==> src/rtl/fwd_pkg.sv <==
package fwd_pkg;

  typedef enum logic [1:0] {
    OP_ADD  = 2'd0,
    OP_SUB  = 2'd1,
    OP_ADDI = 2'd2,
    OP_LOAD = 2'd3
  } op_e;

  typedef enum logic [1:0] {
    SRC_RF    = 2'd0,
    SRC_MEMWB = 2'd1,
    SRC_EXMEM = 2'd2
  } fwd_e;

  function automatic logic reads_rs2(op_e op);
    return (op == OP_ADD) || (op == OP_SUB);
  endfunction

endpackage

==> src/rtl/hz_regfile.sv <==
module hz_regfile #(
  parameter int XLEN  = 32,
  parameter int NREGS = 32,
  parameter int NRD   = 2,
  localparam int AW   = $clog2(NREGS)
) (
  input  logic                      clk_i,
  input  logic                      rst_ni,
  input  logic                      we_i,
  input  logic [AW-1:0]             waddr_i,
  input  logic [XLEN-1:0]           wdata_i,
  input  logic [NRD-1:0][AW-1:0]    raddr_i,
  output logic [NRD-1:0][XLEN-1:0]  rdata_o
);

  logic [XLEN-1:0] regs_q [NREGS];

  always_ff @(posedge clk_i or negedge rst_ni) begin
    if (!rst_ni) begin
      for (int i = 0; i < NREGS; i++) regs_q[i] <= '0;
    end else if (we_i && (waddr_i != '0)) begin
      regs_q[waddr_i] <= wdata_i;
    end
  end

  // write-before-read: same-cycle write is visible to the read port
  for (genvar p = 0; p < NRD; p++) begin : g_rd
    always_comb begin
      if (raddr_i[p] == '0)
        rdata_o[p] = '0;
      else if (we_i && (waddr_i == raddr_i[p]))
        rdata_o[p] = wdata_i;
      else
        rdata_o[p] = regs_q[raddr_i[p]];
    end
  end

endmodule

==> src/rtl/hz_fwd_sel.sv <==
module hz_fwd_sel
  import fwd_pkg::*;
#(
  parameter int NREGS = 32,
  localparam int AW   = $clog2(NREGS)
) (
  input  logic [AW-1:0] src_i,
  input  logic          exmem_wr_i,
  input  logic          exmem_load_i,
  input  logic [AW-1:0] exmem_rd_i,
  input  logic          memwb_wr_i,
  input  logic [AW-1:0] memwb_rd_i,
  output fwd_e          sel_o
);

  logic hit_exmem, hit_memwb;

  // load data is not yet available in EX/MEM
  assign hit_exmem = exmem_wr_i && !exmem_load_i && (exmem_rd_i == src_i);
  assign hit_memwb = memwb_wr_i && (memwb_rd_i == src_i);

  always_comb begin
    sel_o = SRC_RF;
    if (src_i != '0) begin
      if (hit_exmem)      sel_o = SRC_EXMEM;
      else if (hit_memwb) sel_o = SRC_MEMWB;
    end
  end

endmodule

==> src/rtl/hz_load_interlock.sv <==
module hz_load_interlock
  import fwd_pkg::*;
#(
  parameter int NREGS = 32,
  localparam int AW   = $clog2(NREGS)
) (
  input  logic          ld_valid_i,
  input  logic [AW-1:0] ld_rd_i,
  input  logic          dep_valid_i,
  input  op_e           dep_op_i,
  input  logic [AW-1:0] dep_rs1_i,
  input  logic [AW-1:0] dep_rs2_i,
  output logic          stall_o
);

  logic use1, use2;

  assign use1    = (dep_rs1_i == ld_rd_i);
  assign use2    = reads_rs2(dep_op_i) && (dep_rs2_i == ld_rd_i);
  assign stall_o = ld_valid_i && (ld_rd_i != '0) && dep_valid_i && (use1 || use2);

endmodule

==> src/rtl/hz_pipe.sv <==
module hz_pipe
  import fwd_pkg::*;
#(
  parameter int XLEN  = 32,
  parameter int NREGS = 32,
  localparam int AW   = $clog2(NREGS)
) (
  input  logic            clk_i,
  input  logic            rst_ni,
  input  logic            in_valid_i,
  input  logic [1:0]      in_op_i,
  input  logic [AW-1:0]   in_rd_i,
  input  logic [AW-1:0]   in_rs1_i,
  input  logic [AW-1:0]   in_rs2_i,
  input  logic [XLEN-1:0] in_imm_i,
  output logic            in_ready_o,
  output logic [XLEN-1:0] mem_addr_o,
  input  logic [XLEN-1:0] mem_rdata_i,
  output logic            wb_valid_o,
  output logic [AW-1:0]   wb_rd_o,
  output logic [XLEN-1:0] wb_data_o
);

  localparam int NSRC = 2;

  logic stall;

  // IF/ID
  logic            ifid_valid;
  op_e             ifid_op;
  logic [AW-1:0]   ifid_rd, ifid_rs1, ifid_rs2;
  logic [XLEN-1:0] ifid_imm;

  // ID/EX
  logic                       idex_valid, idex_we, idex_load;
  op_e                        idex_op;
  logic [AW-1:0]              idex_rd;
  logic [NSRC-1:0][AW-1:0]    idex_rs;
  logic [NSRC-1:0][XLEN-1:0]  idex_rv;
  logic [XLEN-1:0]            idex_imm;

  // EX/MEM
  logic            exmem_valid, exmem_we, exmem_load;
  logic [AW-1:0]   exmem_rd;
  logic [XLEN-1:0] exmem_res;

  // MEM/WB
  logic            memwb_valid, memwb_we;
  logic [AW-1:0]   memwb_rd;
  logic [XLEN-1:0] memwb_data;

  logic [NSRC-1:0][AW-1:0]   rf_raddr;
  logic [NSRC-1:0][XLEN-1:0] rf_rdata;
  logic                      rf_we;
  fwd_e                      fwd_sel [NSRC];
  logic [NSRC-1:0][XLEN-1:0] opnd;
  logic [XLEN-1:0]           alu_res;
  logic [XLEN-1:0]           mem_val;

  // ---------------- fetch / decode ----------------
  assign in_ready_o = !stall;

  always_ff @(posedge clk_i or negedge rst_ni) begin
    if (!rst_ni) begin
      ifid_valid <= 1'b0;
      ifid_op    <= OP_ADD;
      ifid_rd    <= '0;
      ifid_rs1   <= '0;
      ifid_rs2   <= '0;
      ifid_imm   <= '0;
    end else if (!stall) begin
      ifid_valid <= in_valid_i;
      ifid_op    <= op_e'(in_op_i);
      ifid_rd    <= in_rd_i;
      ifid_rs1   <= in_rs1_i;
      ifid_rs2   <= in_rs2_i;
      ifid_imm   <= in_imm_i;
    end
  end

  assign rf_raddr[0] = ifid_rs1;
  assign rf_raddr[1] = ifid_rs2;
  assign rf_we       = memwb_valid && memwb_we;

  hz_regfile #(.XLEN(XLEN), .NREGS(NREGS), .NRD(NSRC)) u_rf (
    .clk_i   (clk_i),
    .rst_ni  (rst_ni),
    .we_i    (rf_we),
    .waddr_i (memwb_rd),
    .wdata_i (memwb_data),
    .raddr_i (rf_raddr),
    .rdata_o (rf_rdata)
  );

  hz_load_interlock #(.NREGS(NREGS)) u_ilk (
    .ld_valid_i  (idex_valid && idex_load),
    .ld_rd_i     (idex_rd),
    .dep_valid_i (ifid_valid),
    .dep_op_i    (ifid_op),
    .dep_rs1_i   (ifid_rs1),
    .dep_rs2_i   (ifid_rs2),
    .stall_o     (stall)
  );

  always_ff @(posedge clk_i or negedge rst_ni) begin
    if (!rst_ni) begin
      idex_valid <= 1'b0;
      idex_we    <= 1'b0;
      idex_load  <= 1'b0;
      idex_op    <= OP_ADD;
      idex_rd    <= '0;
      idex_rs    <= '0;
      idex_rv    <= '0;
      idex_imm   <= '0;
    end else if (stall) begin
      // bubble: control cleared, writes nothing
      idex_valid <= 1'b0;
      idex_we    <= 1'b0;
      idex_load  <= 1'b0;
    end else begin
      idex_valid <= ifid_valid;
      idex_we    <= ifid_valid;
      idex_load  <= ifid_valid && (ifid_op == OP_LOAD);
      idex_op    <= ifid_op;
      idex_rd    <= ifid_rd;
      idex_rs    <= rf_raddr;
      idex_rv    <= rf_rdata;
      idex_imm   <= ifid_imm;
    end
  end

  // ---------------- execute ----------------
  for (genvar g = 0; g < NSRC; g++) begin : g_src
    hz_fwd_sel #(.NREGS(NREGS)) u_fwd (
      .src_i        (idex_rs[g]),
      .exmem_wr_i   (exmem_valid && exmem_we),
      .exmem_load_i (exmem_load),
      .exmem_rd_i   (exmem_rd),
      .memwb_wr_i   (memwb_valid && memwb_we),
      .memwb_rd_i   (memwb_rd),
      .sel_o        (fwd_sel[g])
    );

    always_comb begin
      unique case (fwd_sel[g])
        SRC_EXMEM: opnd[g] = exmem_res;
        SRC_MEMWB: opnd[g] = memwb_data;
        default:   opnd[g] = idex_rv[g];
      endcase
    end
  end

  always_comb begin
    unique case (idex_op)
      OP_ADD:  alu_res = opnd[0] + opnd[1];
      OP_SUB:  alu_res = opnd[0] - opnd[1];
      default: alu_res = opnd[0] + idex_imm;
    endcase
  end

  always_ff @(posedge clk_i or negedge rst_ni) begin
    if (!rst_ni) begin
      exmem_valid <= 1'b0;
      exmem_we    <= 1'b0;
      exmem_load  <= 1'b0;
      exmem_rd    <= '0;
      exmem_res   <= '0;
    end else begin
      exmem_valid <= idex_valid;
      exmem_we    <= idex_we;
      exmem_load  <= idex_load;
      exmem_rd    <= idex_rd;
      exmem_res   <= alu_res;
    end
  end

  // ---------------- memory ----------------
  assign mem_addr_o = exmem_res;
  assign mem_val    = exmem_load ? mem_rdata_i : exmem_res;

  always_ff @(posedge clk_i or negedge rst_ni) begin
    if (!rst_ni) begin
      memwb_valid <= 1'b0;
      memwb_we    <= 1'b0;
      memwb_rd    <= '0;
      memwb_data  <= '0;
    end else begin
      memwb_valid <= exmem_valid;
      memwb_we    <= exmem_we;
      memwb_rd    <= exmem_rd;
      memwb_data  <= mem_val;
    end
  end

  // ---------------- writeback ----------------
  assign wb_valid_o = memwb_valid && memwb_we && (memwb_rd != '0);
  assign wb_rd_o    = memwb_rd;
  assign wb_data_o  = memwb_data;

endmodule

==> config.mk <==
export PLATFORM = sky130hd
export DESIGN_NAME = hz_pipe
export DESIGN_NICKNAME = d
export VERILOG_FILES = /design/src/rtl/fwd_pkg.sv /design/src/rtl/hz_regfile.sv /design/src/rtl/hz_fwd_sel.sv /design/src/rtl/hz_load_interlock.sv /design/src/rtl/hz_pipe.sv
export SDC_FILE = /design/constraint.sdc
export NUM_CORES = 2
export LEC_CHECK = 0
export ABC_CLOCK_PERIOD_IN_PS = 10800
export BUFFER_PORTS_ARGS = -buffer_cell sky130_fd_sc_hd__clkbuf_2
export CAP_MARGIN = 20
export CORE_ASPECT_RATIO = 2
export CORE_MARGIN = 2
export CORE_UTILIZATION = 45
export DETAILED_ROUTE_END_ITERATION = 12
export GPL_TIMING_DRIVEN = 1
export HOLD_SLACK_MARGIN = 0.08
export PLACE_DENSITY = 0.6
export SLEW_MARGIN = 15
export SYNTH_ARGS = -nofsm -noshare
export SYNTH_HDL_FRONTEND = slang
export SYNTH_SLANG_ARGS = --single-unit
==> constraint.sdc <==
create_clock -name clk_i -period 10.8 [get_ports clk_i]
set_input_delay 1.62 -clock clk_i [delete_from_list [all_inputs] [get_ports clk_i]]
set_output_delay 1.62 -clock clk_i [all_outputs]
set_load 0.05 [all_outputs]
**After elaboration in Yosys (flattened, before gate mapping)**

Index checks and enable logic that the tools add are counted.

- Flip-flop bits (word level): 1266
- Bits of input ports: 84
- Output and inout bits: 71
- Logic and storage cells: 131

- Add/subtract/negate cells: 3
- Order comparisons: 4
- Equal/unequal tests: 15
- Multiplexer cells: 25
- Bitwise operators: 3
- Reductions and logical operators: 27

Operators with widths:

| operator | number |
|---|---|
| $bwmux 1024 | 1 |
| $bmux 32 s5 | 2 |
| $mux 32 | 10 |
| $pmux 32 s2 | 3 |
| $demux 32 s5 | 1 |
| $add 32x32->32 | 2 |
| $eq 5x5->1 | 8 |
| $sub 32x32->32 | 1 |
| $reduce_bool 5->1 | 4 |
| $ge 6x6->1 const B | 3 |
| $not 5->6 | 3 |
| $logic_and 1x1->1 | 15 |
| $logic_not 5->1 | 2 |
| $eq 2x1->1 const B | 4 |
| $mux 2 | 4 |
| $eq 2x2->1 const B | 3 |
| $lt 6x1->1 const B | 1 |
| $logic_not 2->1 | 2 |
| $mux 1 | 4 |
| $logic_not 1->1 | 2 |
| $logic_or 1x1->1 | 2 |

**Depth between registers and ports, before layout**

- Depth in word-level cells: 9
- Mapped depth: 28
- Depth with buffers taken out: 27

**Cells and area by module**

A second synthesis with hierarchy kept.

- Cells, all modules: 5065
- Area, all modules: 68132.8 um^2

Modules (own cells, without submodules):

| module | instances | cells each | area each (um^2) | sequential area each (um^2) |
|---|---|---|---|---|
| hz_regfile | 1 | 3872 | 55025.3 | 25624.6 |
| hz_pipe | 1 | 1140 | 12692.2 | 6055.8 |
| hz_fwd_sel | 2 | 18 | 142.6 | 0.0 |
| hz_load_interlock | 1 | 17 | 130.1 | 0.0 |

**Least setup slack after synthesis**

OpenSTA, ideal clock, no wires.

- Path type: register to register
- Start point: register memwb_rd[2], in the netlist wb_rd_o[2]
- End point: register exmem_res[31], in the netlist mem_addr_o[31]
- Library setup time: 0.127 ns
- Arrival time: 5.637 ns
- Data required time: 10.673 ns
- Slack: 5.036 ns
- Stages on the path, launching flop included: 27
- Path buffers: 3
- Period minus slack after synthesis: 5.764 ns
- Cells stage by stage: dfrtp_1 -> clkbuf_1 -> clkbuf_1 -> xnor2_1 -> nand2_1 -> nor4_1 -> ha_1 -> clkbuf_1 -> a221oi_1 -> or2_2 -> ha_1 -> inv_1 -> nor4_1 -> nand3_1 -> nor2_1 -> a21oi_1 -> xnor2_1 -> mux2_2 -> ha_1 -> and4_1 -> a221oi_1 -> nand2_1 -> o211ai_1 -> a211oi_1 -> a21oi_1 -> o21ai_0 -> xnor2_1

- Word-level cells in the longest chain between the ends: 9
- Elaborated cells between the ends (all ways): 20
- Those cells by class: add/sub: 3; eq/ne: 6; mux: 9; reduce/logical: 2

Ends and longest elaborated chain:

| element | RTL line | RTL |
|---|---|---|
| start, declared | hz_pipe.sv:49 | `logic [AW-1:0] memwb_rd;` |
| start signal, assigned | hz_pipe.sv:190 | `memwb_rd <= exmem_rd;` |
| $eq 5x5->1 | hz_fwd_sel.sv:20 | `assign hit_memwb = memwb_wr_i && (memwb_rd_i == src_i);` |
| $logic_and 1x1->1 | hz_fwd_sel.sv:20 |  |
| $mux 1 | hz_fwd_sel.sv:26 | `else if (hit_memwb) sel_o = SRC_MEMWB;` |
| $mux 2 | hz_fwd_sel.sv:25 | `if (hit_exmem) sel_o = SRC_EXMEM;` |
| $mux 2 | hz_fwd_sel.sv:24 | `if (src_i != '0) begin` |
| $eq 2x1->1 / $eq 2x2->1 (equally long branches) | hz_pipe.sv:145 | `unique case (fwd_sel[g])` |
| $pmux 32 s2 | hz_pipe.sv:145 |  |
| $add 32x32->32 (tied with other cells) | hz_pipe.sv:157 | `default: alu_res = opnd[0] + idex_imm;` |
| $pmux 32 s2 (*) | hz_pipe.sv:154 | `unique case (idex_op)` |
| net alu_res[31] | hz_pipe.sv:57 | `logic [XLEN-1:0] alu_res;` |
| end signal, assigned | hz_pipe.sv:173 | `exmem_res <= alu_res;` |
| end, declared | hz_pipe.sv:45 | `logic [XLEN-1:0] exmem_res;` |

The timed path passes the listed nets; every way through them passes the cells marked *.
A chain may end at the register's enable or synchronous reset.

**Final worst setup path**

- Start point: register exmem_load
- End point: register exmem_res[31], in the netlist mem_addr_o[31]

- Word-level cells in the longest chain between the ends: 9
- Elaborated cells between the ends (all ways): 18
- Those cells by class: add/sub: 3; eq/ne: 4; mux: 7; reduce/logical: 4

Ends and longest elaborated chain:

| element | RTL line | RTL |
|---|---|---|
| start, declared | hz_pipe.sv:43 | `logic exmem_valid, exmem_we, exmem_load;` |
| start signal, assigned | hz_pipe.sv:171 | `exmem_load <= idex_load;` |
| $logic_not 1->1 (*) | hz_fwd_sel.sv:19 | `assign hit_exmem = exmem_wr_i && !exmem_load_i && (exmem_rd_i == src_i);` |
| $logic_and 1x1->1 (*) | hz_fwd_sel.sv:19 |  |
| $logic_and 1x1->1 | hz_fwd_sel.sv:19 |  |
| $mux 2 | hz_fwd_sel.sv:25 |  |
| $mux 2 | hz_fwd_sel.sv:24 |  |
| $eq 2x1->1 / $eq 2x2->1 (equally long branches) | hz_pipe.sv:145 |  |
| $pmux 32 s2 | hz_pipe.sv:145 |  |
| $add 32x32->32 (tied with other cells) | hz_pipe.sv:157 |  |
| $pmux 32 s2 (*) | hz_pipe.sv:154 |  |
| net alu_res[31] | hz_pipe.sv:57 |  |

Marks and branches as above.

==> run metrics <==
wire length on met3=10.98 mm; P&R area growth vs syn=9.405%; CTS root buf=clkbuf_16; Starting DRT DRC Count=roughly 3700; row cnt=approximately 200; Max Clk Rate=~140 MHz; initial antenna violation count=7; WHS Endpoint=exmem_load; Die H=roughly 550 µm; Hold Buf Count CTS=0; CTS sink count=1266; Met1 Wirelength=roughly 82 mm; total grt overflow=0; NumNets Final=4962; Filler cells=approximately 13000; CP Class=reg2reg; Wirelength per Cell=31.37 µm; CP required=~11000 ps; first-pass GRT wire length=about 320 mm; critical path's slowest cell=dfrtp_2; Yosys warnings=0; Top-Level Pins=about 160; R2R depth=24; remaining antenna violation count=0; H-Tree Depth=3; worst-margin pin slew=around 1100 ps; Place WS=3529 ps; setup TNS=0 ps; reg2reg end=mem_addr_o[31]; Initial Util=0.4526; Post-synth ARST share=1.000; commonest non-fill, non-tap cell in the layout=dfrtp_1; Post-Syn Area=about 0.068 mm²; Cells after DPL=6652; Hold Path Depth=0; crit path cell chain=nor4b_1 -> nor4_1 -> ha_2 -> buf_4 -> a221oi_1 -> nor2_1 -> inv_1 -> ha_1 -> inv_1 -> nor4_1 -> nand3_1 -> nor2_1 -> a21oi_1 -> xnor2_1 -> mux2_2 -> ha_1 -> and4_1 -> a221oi_1 -> nand2_1 -> o211ai_1 -> a211oi_1 -> a21oi_1 -> o21ai_0 -> xnor2_1; placeable core area=approximately 0.15 mm²; Avg Cell Area, Syn=13.64 µm²; Top FF cell, synth=dfrtp_1; Worst EP arrival=around 8000 ps; TritonCTS Buffers=roughly 110; RSZ-0062 raised after global routing=false; iteration count of the initial detailed-routing pass=5; Clock Latency Late Sink=between 700 and 800 ps; static leakage=approximately 32 nW; Worst path max stage delay=980 ps; dpl cell area=~0.07 mm²; DR top layer=met5; vias in the first global route=between 40000 and 50000; Die Span X=roughly 280 µm; area of the multi-input gates=0.03419 mm²; CP startpoint kind=register; register bit total from synthesis=approximately 1300; DR vias/cell=6.491; Distinct cells, synth=71; largest net degree at the start of global routing=about 180; CTS tree=yes; metal2 WL=111.4 mm; status=finished, final reports clean; Peak supply drop=between 0.0001 and 0.00015 V; postcts setup bufs=0; relative slew slack=0.2469; Post-Synthesis Cells=around 5000; CTS max path bufs=3; most frequent cells in the layout=dfrtp_1 (1254), mux2_2 (1143), mux4_2 (473), mux2i_1 (239), nand2_1 (197); register area=around 0.032 mm²; Clock Skews=41.94 ps; Final period util=0.6662; CTS resizes=0; max_cap viols=0; Hold Fails Final Rpt=0; CP endpoint kind=register; final setup violating endpoints=0; worst-path maximum fanout=about 60; Worst Hold Class=reg2reg; Post-Syn Nets=about 5100; EDFF count, synth=0; GPL Wtd Cong=~0.89; fin area=approximately 0.074 mm²; Residual DRC=0; worst setup margin=approximately 3600 ps; via count=between 40000 and 50000; final cell count without fillers=around 6900; Seq/Total Area, Yosys=0.4669; Pwr Total=0.01806 W; share of cells above drive strength 1=0.4379; Die Area=about 0.15 mm²; routed wire length=roughly 220 mm; reg2reg start=exmem_load; GRT Resource Usage Total=0.2797; Worst-path clk slew=70 ps; # port buffers=154; HPWL Detailed=125.0 mm; fin crit period=between 7000 and 8000 ps; hold path startpoint=idex_load; Reg2Reg Setup Slack=roughly 3600 ps; Final Max Tran Viols=0; PwrDens=between 200 and 250 mW/mm²
==> logic make-up after synthesis <==
family / share of synthesized area
multiplexers: 0.3821
flip-flops: 0.4669
AO/OA/AOI/OAI: 0.06082
buffers and inverters: 0.03203
AND/OR/NAND/NOR: 0.03544
XOR/XNOR: 0.01549
adder cells (fa/ha/maj): 0.007118
==> cell usage after synthesis, types with 45 or more instances <==
| master | n | share of area |
|---|---|---|
| dfrtp_1 | 1266 | 0.47 |
| a22oi_1 | 45 | 0.0050 |
| clkbuf_1 | 392 | 0.022 |
| xnor2_1 | 70 | 0.0090 |
| buf_2 | 45 | 0.0033 |
| xor2_1 | 50 | 0.0065 |
| nor2_1 | 139 | 0.0077 |
| a21oi_1 | 100 | 0.0074 |
| mux2_2 | 1143 | 0.19 |
| mux4_2 | 473 | 0.16 |
| o21ai_0 | 191 | 0.014 |
| buf_1 | 92 | 0.0051 |
| nand2_1 | 213 | 0.012 |
| a221oi_1 | 117 | 0.015 |
| mux2i_1 | 239 | 0.035 |
==> through the flow <==
stage                     utilization  hold WS [ps]
after floorplan                     -         353.3
after CTS                      0.4947         394.0
after detailed placement       0.4690         379.1
after global routing           0.4952         406.8
final                          0.4952         390.1
after global placement         0.4688         370.7
==> critical path, delay by kind of cell, from the launching register on <==
kind,cells,cell delay [ps]
xor+xnor,2,280
compound gates,7,1790
mux,1,270
fa+ha+maj,3,920
simple gates,8,2400
buf+inv,3,440
flops,1,980
==> worst max-delay path by stage <==
stage                    start              to  cells after the start
floorplan           wb_rd_o[2]  mem_addr_o[31]                     26
global placement    exmem_load  mem_addr_o[31]                     24
detailed placement  exmem_load  mem_addr_o[31]                     24
CTS                 exmem_load  mem_addr_o[31]                     24
global route        exmem_load  mem_addr_o[31]                     24
finish              exmem_load  mem_addr_o[31]                     24
==> layout make-up <==
type,count,area share
Tap cell,1928,0.03250
Timing Repair Buffer,287,0.02626
Sequential cell,1266,0.4273
Clock buffer,157,0.04371
Inverter,21,0.001096
Clock inverter,47,0.008361
Antenna cell,6,0.0002023
Multi-Input combinational cell,3152,0.4606
==> where the power goes <==
group | switching, W | total [W] | internal (W) | leakage [nW]
clock | 0.00191 | 0.00433 | 0.00243 | 1.91
combinational | 0.00293 | 0.00597 | 0.00304 | 13.9
sequential | 0.00132 | 0.00776 | 0.00643 | 16.1
total | 0.00616 | 0.0181 | 0.0119 | 32.0
==> state kept, by name (all words and copies together), names as in the netlist <==
| register | flops |
|---|---|
| idex_rd | 5 |
| ifid_valid | 1 |
| mem_addr_o | 32 |
| memwb_we | 1 |
| idex_rs | 10 |
| idex_op | 2 |
| ifid_rd | 5 |
| idex_we | 1 |
| idex_load | 1 |
| wb_data_o | 32 |
| idex_imm | 32 |
| ifid_rs1 | 5 |
| ifid_op | 2 |
| idex_rv | 64 |
| exmem_load | 1 |
| u_rf.regs_q | 1024 |
| exmem_we | 1 |
| ifid_rs2 | 5 |
| exmem_rd | 5 |
| ifid_imm | 32 |
| wb_rd_o | 5 |
==> per-layer routing <==
layer  GRT usage  vias to the layer above
met1      0.3419                    24000
met3     0.03179                      494
li1            -                    18484
met2      0.4951                     1572
met5           0                        -
met4      0.1268                        4
Note: power is estimated with default switching activity, not from simulation.
